File: src/rtl/qam_pkg.sv
package qam_pkg;
  localparam int REG_W   = 32;
  localparam int FIELD_W = 16;

  typedef enum logic [1:0] {
    ADDR_WIN  = 2'd0,
    ADDR_CAP  = 2'd1,
    ADDR_CFG  = 2'd2,
    ADDR_STAT = 2'd3
  } reg_addr_e;

  localparam int STAT_HI_BIT = 4;
  localparam int STAT_LO_BIT = 3;
  localparam int EN_HI_BIT   = 12;
  localparam int EN_LO_BIT   = 11;
endpackage

File: src/rtl/qam_square_sum.sv
module qam_square_sum #(
  parameter int SAMPLE_W = 16,
  parameter int SHIFT    = 16,
  parameter int THR_W    = 16,
  localparam int PROD_W  = 2 * SAMPLE_W,
  localparam int SQ_W    = PROD_W - SHIFT
) (
  input  logic                       clk,
  input  logic                       rst_n,
  input  logic                       in_valid,
  input  logic signed [SAMPLE_W-1:0] in_sin,
  input  logic signed [SAMPLE_W-1:0] in_cos,
  input  logic        [THR_W-1:0]    thr_hi,
  input  logic        [THR_W-1:0]    thr_lo,
  output logic                       out_valid,
  output logic        [SQ_W-1:0]     out_sq_sin,
  output logic        [SQ_W-1:0]     out_sq_cos,
  output logic                       out_hi,
  output logic                       out_lo
);
  localparam int SUM_W = SQ_W + 1;
  localparam int CMP_W = (SUM_W > THR_W) ? SUM_W : THR_W;

  // stage 1: scaled squares
  logic signed [PROD_W-1:0] prod_sin, prod_cos;
  logic [SQ_W-1:0] s1_sin_q, s1_cos_q;
  logic            s1_valid_q;
  logic            unused_low;

  always_comb begin
    prod_sin = PROD_W'(in_sin) * PROD_W'(in_sin);
    prod_cos = PROD_W'(in_cos) * PROD_W'(in_cos);
  end
  assign unused_low = ^{prod_sin[SHIFT-1:0], prod_cos[SHIFT-1:0]};

  always_ff @(posedge clk or negedge rst_n) begin
    if (!rst_n) begin
      s1_valid_q <= 1'b0;
      s1_sin_q   <= '0;
      s1_cos_q   <= '0;
    end else begin
      s1_valid_q <= in_valid;
      if (in_valid) begin
        s1_sin_q <= prod_sin[PROD_W-1:SHIFT];
        s1_cos_q <= prod_cos[PROD_W-1:SHIFT];
      end
    end
  end

  // stage 2: sum and window compare
  logic [SUM_W-1:0] sum;
  logic             hi_d, lo_d;

  always_comb begin
    sum  = {1'b0, s1_sin_q} + {1'b0, s1_cos_q};
    hi_d = CMP_W'(sum) > CMP_W'(thr_hi);
    lo_d = CMP_W'(sum) < CMP_W'(thr_lo);
  end

  always_ff @(posedge clk or negedge rst_n) begin
    if (!rst_n) begin
      out_valid  <= 1'b0;
      out_sq_sin <= '0;
      out_sq_cos <= '0;
      out_hi     <= 1'b0;
      out_lo     <= 1'b0;
    end else begin
      out_valid <= s1_valid_q;
      if (s1_valid_q) begin
        out_sq_sin <= s1_sin_q;
        out_sq_cos <= s1_cos_q;
        out_hi     <= hi_d;
        out_lo     <= lo_d;
      end
    end
  end
endmodule

File: src/rtl/qam_glitch_filter.sv
module qam_glitch_filter #(
  parameter int CNT_W = 8
) (
  input  logic             clk,
  input  logic             rst_n,
  input  logic             in_valid,
  input  logic             in_hi,
  input  logic             in_lo,
  input  logic [CNT_W-1:0] limit,
  output logic             fault_evt,
  output logic             fault_hi,
  output logic [CNT_W-1:0] cnt_q
);
  logic             viol;
  logic [CNT_W:0]   cnt_inc;
  logic [CNT_W-1:0] cnt_d;

  always_comb begin
    viol      = in_hi | in_lo;
    cnt_inc   = {1'b0, cnt_q} + 1'b1;
    fault_evt = in_valid & viol & (cnt_inc >= {1'b0, limit});
    fault_hi  = in_hi;
    cnt_d     = cnt_q;
    if (in_valid) begin
      if (!viol || fault_evt) cnt_d = '0;
      else                    cnt_d = cnt_inc[CNT_W-1:0];
    end
  end

  always_ff @(posedge clk or negedge rst_n) begin
    if (!rst_n) cnt_q <= '0;
    else        cnt_q <= cnt_d;
  end
endmodule

File: src/rtl/qam_regs.sv
module qam_regs
  import qam_pkg::*;
#(
  parameter int SQ_W  = 16,
  parameter int CNT_W = 8
) (
  input  logic               clk,
  input  logic               rst_n,
  input  logic               wr_en,
  input  logic [1:0]         addr,
  input  logic [REG_W-1:0]   wdata,
  input  logic               fault_evt,
  input  logic               fault_hi,
  input  logic [SQ_W-1:0]    sq_sin,
  input  logic [SQ_W-1:0]    sq_cos,
  output logic [FIELD_W-1:0] thr_hi,
  output logic [FIELD_W-1:0] thr_lo,
  output logic [CNT_W-1:0]   limit,
  output logic [REG_W-1:0]   rdata,
  output logic [REG_W-1:0]   cap_q,
  output logic               stat_hi,
  output logic               stat_lo,
  output logic               irq
);
  logic en_hi, en_lo;
  logic wr_win, wr_cfg, wr_stat;
  logic stat_hi_d, stat_lo_d;
  logic unused_wdata;

  assign unused_wdata = ^wdata;

  always_comb begin
    wr_win    = wr_en && (addr == ADDR_WIN);
    wr_cfg    = wr_en && (addr == ADDR_CFG);
    wr_stat   = wr_en && (addr == ADDR_STAT);
    stat_hi_d = (stat_hi & ~(wr_stat & wdata[STAT_HI_BIT])) | (fault_evt & fault_hi);
    stat_lo_d = (stat_lo & ~(wr_stat & wdata[STAT_LO_BIT])) | (fault_evt & ~fault_hi);
  end

  always_ff @(posedge clk or negedge rst_n) begin
    if (!rst_n) begin
      thr_hi  <= '0;
      thr_lo  <= '0;
      limit   <= CNT_W'(1);
      en_hi   <= 1'b0;
      en_lo   <= 1'b0;
      cap_q   <= '0;
      stat_hi <= 1'b0;
      stat_lo <= 1'b0;
    end else begin
      if (wr_win) begin
        thr_hi <= wdata[2*FIELD_W-1:FIELD_W];
        thr_lo <= wdata[FIELD_W-1:0];
      end
      if (wr_cfg) begin
        limit <= wdata[CNT_W-1:0];
        en_hi <= wdata[EN_HI_BIT];
        en_lo <= wdata[EN_LO_BIT];
      end
      if (fault_evt) cap_q <= {FIELD_W'(sq_cos), FIELD_W'(sq_sin)};
      stat_hi <= stat_hi_d;
      stat_lo <= stat_lo_d;
    end
  end

  always_comb begin
    rdata = '0;
    case (reg_addr_e'(addr))
      ADDR_WIN:  rdata = {thr_hi, thr_lo};
      ADDR_CAP:  rdata = cap_q;
      ADDR_CFG: begin
        rdata[CNT_W-1:0] = limit;
        rdata[EN_HI_BIT] = en_hi;
        rdata[EN_LO_BIT] = en_lo;
      end
      ADDR_STAT: begin
        rdata[STAT_HI_BIT] = stat_hi;
        rdata[STAT_LO_BIT] = stat_lo;
      end
      default: rdata = '0;
    endcase
    irq = (stat_hi & en_hi) | (stat_lo & en_lo);
  end
endmodule

File: src/rtl/quad_amp_monitor.sv
module quad_amp_monitor
  import qam_pkg::*;
#(
  parameter int SAMPLE_W = 16,
  parameter int SHIFT    = 16,
  parameter int CNT_W    = 8
) (
  input  logic                       clk,
  input  logic                       rst_n,
  input  logic                       smp_valid,
  input  logic signed [SAMPLE_W-1:0] smp_sin,
  input  logic signed [SAMPLE_W-1:0] smp_cos,
  input  logic                       reg_wr_en,
  input  logic [1:0]                 reg_addr,
  input  logic [REG_W-1:0]           reg_wdata,
  output logic [REG_W-1:0]           reg_rdata,
  output logic                       irq
);
  localparam int SQ_W = 2 * SAMPLE_W - SHIFT;

  logic [1:0] rst_sync_q;
  logic       rst_int_n;

  always_ff @(posedge clk or negedge rst_n) begin
    if (!rst_n) rst_sync_q <= 2'b00;
    else        rst_sync_q <= {rst_sync_q[0], 1'b1};
  end
  assign rst_int_n = rst_sync_q[1];

  logic [FIELD_W-1:0] thr_hi, thr_lo;
  logic [CNT_W-1:0]   limit, cnt_q;
  logic               s2_valid, s2_hi, s2_lo;
  logic [SQ_W-1:0]    s2_sq_sin, s2_sq_cos;
  logic               fault_evt, fault_hi;
  logic [REG_W-1:0]   cap_q;
  logic               stat_hi, stat_lo;

  qam_square_sum #(.SAMPLE_W(SAMPLE_W), .SHIFT(SHIFT), .THR_W(FIELD_W)) u_sq (
    .clk(clk), .rst_n(rst_int_n), .in_valid(smp_valid),
    .in_sin(smp_sin), .in_cos(smp_cos), .thr_hi(thr_hi), .thr_lo(thr_lo),
    .out_valid(s2_valid), .out_sq_sin(s2_sq_sin), .out_sq_cos(s2_sq_cos),
    .out_hi(s2_hi), .out_lo(s2_lo)
  );

  qam_glitch_filter #(.CNT_W(CNT_W)) u_filt (
    .clk(clk), .rst_n(rst_int_n), .in_valid(s2_valid),
    .in_hi(s2_hi), .in_lo(s2_lo), .limit(limit),
    .fault_evt(fault_evt), .fault_hi(fault_hi), .cnt_q(cnt_q)
  );

  qam_regs #(.SQ_W(SQ_W), .CNT_W(CNT_W)) u_regs (
    .clk(clk), .rst_n(rst_int_n), .wr_en(reg_wr_en), .addr(reg_addr),
    .wdata(reg_wdata), .fault_evt(fault_evt), .fault_hi(fault_hi),
    .sq_sin(s2_sq_sin), .sq_cos(s2_sq_cos), .thr_hi(thr_hi), .thr_lo(thr_lo),
    .limit(limit), .rdata(reg_rdata), .cap_q(cap_q),
    .stat_hi(stat_hi), .stat_lo(stat_lo), .irq(irq)
  );
endmodule

File: config.mk
export PLATFORM = sky130hd
export DESIGN_NAME = quad_amp_monitor
export DESIGN_NICKNAME = d
export VERILOG_FILES = /design/src/rtl/qam_pkg.sv /design/src/rtl/qam_square_sum.sv /design/src/rtl/qam_glitch_filter.sv /design/src/rtl/qam_regs.sv /design/src/rtl/quad_amp_monitor.sv
export SDC_FILE = /design/constraint.sdc
export NUM_CORES = 1
export LEC_CHECK = 0
export ABC_AREA = 1
export BUFFER_PORTS_ARGS = -buffer_cell sky130_fd_sc_hd__buf_2
export CAP_MARGIN = 40
export CORE_UTILIZATION = 60
export CTS_BUF_LIST = sky130_fd_sc_hd__clkbuf_4
export DETAILED_ROUTE_END_ITERATION = 8
export GPL_TIMING_DRIVEN = 1
export HOLD_SLACK_MARGIN = 0.03
export MAX_ROUTING_LAYER = met4
export PLACE_DENSITY = 0.78
export REMOVE_ABC_BUFFERS = 1
export SYNTH_ARGS = -nofsm -noshare
export SYNTH_HDL_FRONTEND = slang
export SYNTH_SLANG_ARGS = --single-unit
File: constraint.sdc
create_clock -name clk -period 6.5 [get_ports clk]
set_clock_uncertainty 0.1 [all_clocks]
set_input_delay 0.65 -clock clk [delete_from_list [all_inputs] [get_ports clk]]
set_output_delay 0.65 -clock clk [all_outputs]
set_load 0.02 [all_outputs]
### Word level (Yosys, flattened, before mapping)

Cells that the tools add are included.

* $add $sub $neg: 2
* $mul: 2
* order comparisons: 3
* equal/unequal tests: 3
* multiplexer cells: 7
* bitwise gates (word level): 17
* reductions and logical operators: 6

Operators with widths (number)
* $mul A16 B16 Y32: 2
* $pmux W19 S2: 1
* $pmux W3 S3: 2
* $add A16 B16 Y17: 1
* $gt A17 B16 Y1: 1
* $lt A17 B16 Y1: 1
* $and A1 B1 Y1: 10
* $add A8 B1 Y9 const B: 1
* $ge A9 B8 Y1: 1
* $mux W8: 1
* $pmux W2 S4: 1
* $pmux W2 S3: 1
* $pmux W3 S2: 1
* $eq A2 B2 Y1 const B: 2
* $or A1 B1 Y1: 4
* $logic_and A1 B1 Y1: 3
* $not A1 Y1: 3
* $eq A2 B1 Y1 const B: 1
* $logic_not A2 Y1: 1
* $logic_not A1 Y1: 1
* $logic_or A1 B1 Y1: 1

* flip-flop bits (word level): 154
* input port bits: 70
* output and inout port bits: 33
* word-level logic and storage cells: 58

### Logic depth before layout (Yosys ltp)

* depth in word-level cells: 6
* gate-level depth with buffers: 28

### Cells and area by module

A second synthesis with hierarchy kept.

* cell total of the unflattened synthesis: 3387
* area, all modules: 27178.6 µm²

Modules (own cells, without submodules)
* qam_square_sum: instances 1, cells an instance 2862, area each 22815.6 µm², sequential area each 1701.6 µm²
* qam_regs: instances 1, cells an instance 428, area each 3580.9 µm², sequential area each 1903.1 µm²
* qam_glitch_filter: instances 1, cells an instance 94, area each 728.2 µm², sequential area each 200.2 µm²
* quad_amp_monitor: instances 1, cells an instance 3, area each 53.8 µm², sequential area each 50.0 µm²

### Worst setup path after synthesis

No wires, ideal clock.

* kind: input port to flip-flop
* start point: input smp_cos[5]
* end point: register u_sq.s1_cos_q[12]
* setup time: 118 ps
* arrival: 5871 ps
* slack: 411 ps
* stages: 23
* path buffers: 2
* path through: clkbuf_1 clkbuf_1 nand2_1 fa_1 inv_1 fa_1 fa_1 fa_1 fa_1 inv_1 fa_1 inv_1 ha_1 nand2_1 nor2_1 inv_1 nor3_1 nand2_1 o21bai_1 nand3_1 nand2_1 nand3_1 nand2_1

* cells in the longest elaborated chain, start to end: 1

Ends and longest elaborated chain
* from (decl): line quad_amp_monitor.sv:12 `input logic signed [SAMPLE_W-1:0] smp_cos,`
* $mul A16 B16 Y32: line qam_square_sum.sv:32 `prod_cos = PROD_W'(in_cos) * PROD_W'(in_cos);`
* to (signal assigned): line qam_square_sum.sv:45 `s1_cos_q <= prod_cos[PROD_W-1:SHIFT];`
* to (decl): line qam_square_sum.sv:26 `logic [SQ_W-1:0] s1_sin_q, s1_cos_q;`

No other way between the ends.
A chain may end at the register's enable or synchronous reset.

### Final worst setup path

* start point: input smp_cos[15]
* end point: register u_sq.s1_cos_q[11]

The elaborated chain is that of the path after synthesis.

==> results.md <==
* Run status: completed
* Synth-to-layout area growth at 5.86%
* Antenna violations before repair at 1
* Total routed wirelength at 61500 microns
* Seq cells post-synth at 154
* Worst endpoint data arrival time at 6.31 ns
* Endpoint of the most critical register-to-register path: u_sq.out_hi
* Worst path required time at 6.87 ns
* Setup repair after global routing missed its margin: no
* Fraction of layout cells with a size suffix above 1 at 6.20%
* Measured slew at the worst slew-check pin at 0.879 ns
* Dpl hpwl at 53300 microns
* # port buffers at 102
* Area of the multi-input gates at 0.0188 sq mm
* Clock tree from TritonCTS: done
* Chip Height at 212 microns
* First-pass DRT Iterations at 7
* Global-route wire length before repair at 105000 microns
* Most frequent standard cell in the layout excluding fill and tap cells: sky130_fd_sc_hd__inv_1
* Destination of the critical timing path: u_sq.s1_cos_q[11]
* CP Max Fanout at 12
* Depth of the CTS H-tree at 4
* Routability cong. at 0.962
* MaxCap Viol Count at 0
* Max-slew violations at 0
* Cell count after synthesis at 3302
* Vias in the first global route at 22144
* Reg-to-reg startpoint: u_sq.s1_cos_q[0]
* Clock Path Buffers at 2
* Post-synthesis sequential area ratio at 14.5%
* Finished Cell Area at 0.0281 sq mm
* DP Worst Slack at 0.0612 ns
* Post-synthesis average cell area at 8.05 sq um
* Overall global routing resource usage at 29.9%
* Number of cells upsized or downsized after cts at 0
* Headroom to the max-slew limit at 41.3%
* Area used by sequential logic in the layout at 0.00386 sq mm
* DRC violation count after routing at 0
* Share of flip-flops with an asynchronous set or reset at 100%
* Worst-Skew Late Latency at 0.56 ns
* Final setup violation count at 0
* Number of endpoints with negative hold slack in the final report at 0
* Uppermost signal routing layer after detailed routing: met4
* Crit path setup slack, layout at 0.556 ns
* Final worst-path cycle share at 91.4%
* Top achievable clock speed at 168 MHz
* Sink count of the clock tree at 154
* Critical path endpoint category: flop
* Util after Layout at 64.9%
* Inserted Clock Buffers at 17
* Post-synth EDFFs at 0
* Commonest cells after routing, fill and taps aside: 928 x sky130_fd_sc_hd__inv_1, 684 x sky130_fd_sc_hd__nand2_1, 465 x sky130_fd_sc_hd__fa_1
* Yosys synthesis warning count at 0
* Via density per instance at 5.27
* CTS root buffer: sky130_fd_sc_hd__clkbuf_4
* Hold_sp: reg_wdata[0]
* Dpl cell area at 0.0278 sq mm
* Clock-pin slew on the worst setup and hold paths at 0.13 ns
* Top-Level Pins at 103
* Nature of the critical path startpoint: primary input
* Kind of critical path: primary input to flop
* Die area at 0.0452 sq mm
* Pin count of the biggest net entering global routing at 74
* Sum Neg Setup Slack at 0 ns
* Register-to-Register Setup Slack at 2.76 ns
* Initial cell density of the core at 61.3%
* Wire length on met3 at 3440 microns
* Total length of routed met2 wires at 29700 microns
* Total number of placement rows at 76
* Total vias in the final route at 20922
* Antenna violation net count after detailed routing at 0
* Detail-routed net length per standard cell at 15.5 microns
* Main flop type after synthesis: sky130_fd_sc_hd__dfrtp_1
* Netlist Area Pre-Place at 0.0266 sq mm
* Final Net Count at 4144
* Width of the chip at 212 microns
* R2r worst-path depth at 20
* Area of the core at 0.0434 sq mm
* Fill cell count at 3759
* GRT Residual Overflow at 0
* Number of DRC markers in iteration 0 at 1500
* Source of the critical timing path: smp_cos[15]
* Time the worst path needs with I/O delays and setup at 5.94 ns
* Worst min-delay path class: primary input to flop
* Met1 Wirelength at 27100 microns
* Number of different library cells in the post-synthesis netlist at 52
[worst min path at each step]
stage	endpoint	slack [ns]	cells past startpoint
2_1_floorplan	rst_sync_q[1]	0.23	0
3_3_place_gp	rst_sync_q[1]	0.24	0
3_5_place_dp	rst_sync_q[1]	0.25	0
4_1_cts	u_regs.limit[0]	0.19	3
5_1_grt	u_regs.thr_hi[12]	0.20	3
6_report	u_regs.limit[0]	0.22	3
[area by class of cell]
class | instances | area share [%]
Antenna cell | 1 | 0.00889
Clock buffer | 21 | 0.560
Clock inverter | 11 | 0.547
Inverter | 936 | 12.5
Multi-Input combinational cell | 2117 | 67.0
Sequential cell | 154 | 13.7
Tap cell | 585 | 2.60
Timing Repair Buffer | 146 | 3.13
[worst max-delay path, cell delays in order]
cell and delay (ns):
sky130_fd_sc_hd__buf_2 0.24, sky130_fd_sc_hd__nand2_1 0.19, sky130_fd_sc_hd__fa_1 0.62, sky130_fd_sc_hd__inv_1 0.07
sky130_fd_sc_hd__fa_1 0.83, sky130_fd_sc_hd__fa_1 0.53, sky130_fd_sc_hd__fa_1 0.51, sky130_fd_sc_hd__fa_1 0.50
sky130_fd_sc_hd__inv_1 0.05, sky130_fd_sc_hd__fa_1 0.47, sky130_fd_sc_hd__inv_1 0.04, sky130_fd_sc_hd__ha_1 0.34
sky130_fd_sc_hd__nand2_1 0.13, sky130_fd_sc_hd__nor2_1 0.11, sky130_fd_sc_hd__inv_1 0.08, sky130_fd_sc_hd__nor3_1 0.34
sky130_fd_sc_hd__nand4_1 0.30, sky130_fd_sc_hd__nand2_1 0.12, sky130_fd_sc_hd__nand2_1 0.05, sky130_fd_sc_hd__nand3_1 0.06
sky130_fd_sc_hd__nand2_1 0.06
[per-stage QoR]
stage	instances	hold slack, ns
after floorplan	3207	0.231
after global placement	3935	0.237
after detailed placement	3937	0.246
after CTS	3970	0.194
after global routing	3971	0.205
final	3971	0.222
[cell usage after synthesis, drive strengths merged (6+ instances only)]
library cell,count,share of area [%]
a21o,11,0.31
a31oi,11,0.26
inv,932,13
o221ai,6,0.20
o21bai,15,0.42
xor2,41,1.4
a21oi,120,2.3
nor3,27,0.51
o21ai,161,3.1
o211ai,6,0.17
nand2,688,9.7
clkbuf,83,1.2
nand3,80,1.5
ha,237,11
xnor2,25,0.82
dfrtp,153,14
nand4,16,0.38
or2,18,0.42
nor2,159,2.3
buf,12,0.25
fa,465,35
[logic make-up after synthesis]
logic type / count (synthesis) / synth area share, %
other: 1 / 0.0141
flip-flops: 154 / 14.5
adder cells (fa/ha/maj): 702 / 46.2
buffers and inverters: 1031 / 14.6
XOR/XNOR: 66 / 2.17
multiplexers: 1 / 0.0424
AO/OA/AOI/OAI: 351 / 7.36
AND/OR/NAND/NOR: 996 / 15.1
[flip-flops by register name (all words and copies together) (netlist names), 2 cells and up]
register and count:
u_filt.cnt_q 8, u_sq.s1_sin_q 16, rst_sync_q 2, u_regs.thr_lo 16, u_sq.out_sq_cos 16, u_sq.s1_cos_q 16
u_regs.thr_hi 16, u_regs.limit 8, u_sq.out_sq_sin 16, u_regs.cap_q 32
[layer usage]
layer | vias to the layer above | track usage [%]
met3 | 116 | 3.04
met1 | 10276 | 39.6
met5 | - | -
met2 | 657 | 49.6
met4 | 0 | 7.07
li1 | 9873 | -
[timing repair]
| action | CTS | global route |
|---|---|---|
| hold buffers | 1 | 0 |
| hold endpoints to repair | 2 | 0 |
| buffers inserted | 0 | 0 |
Power is left out: the tool's default activity adds up to more than one toggle a clock period on the data nets, which glitch-free logic cannot reach.
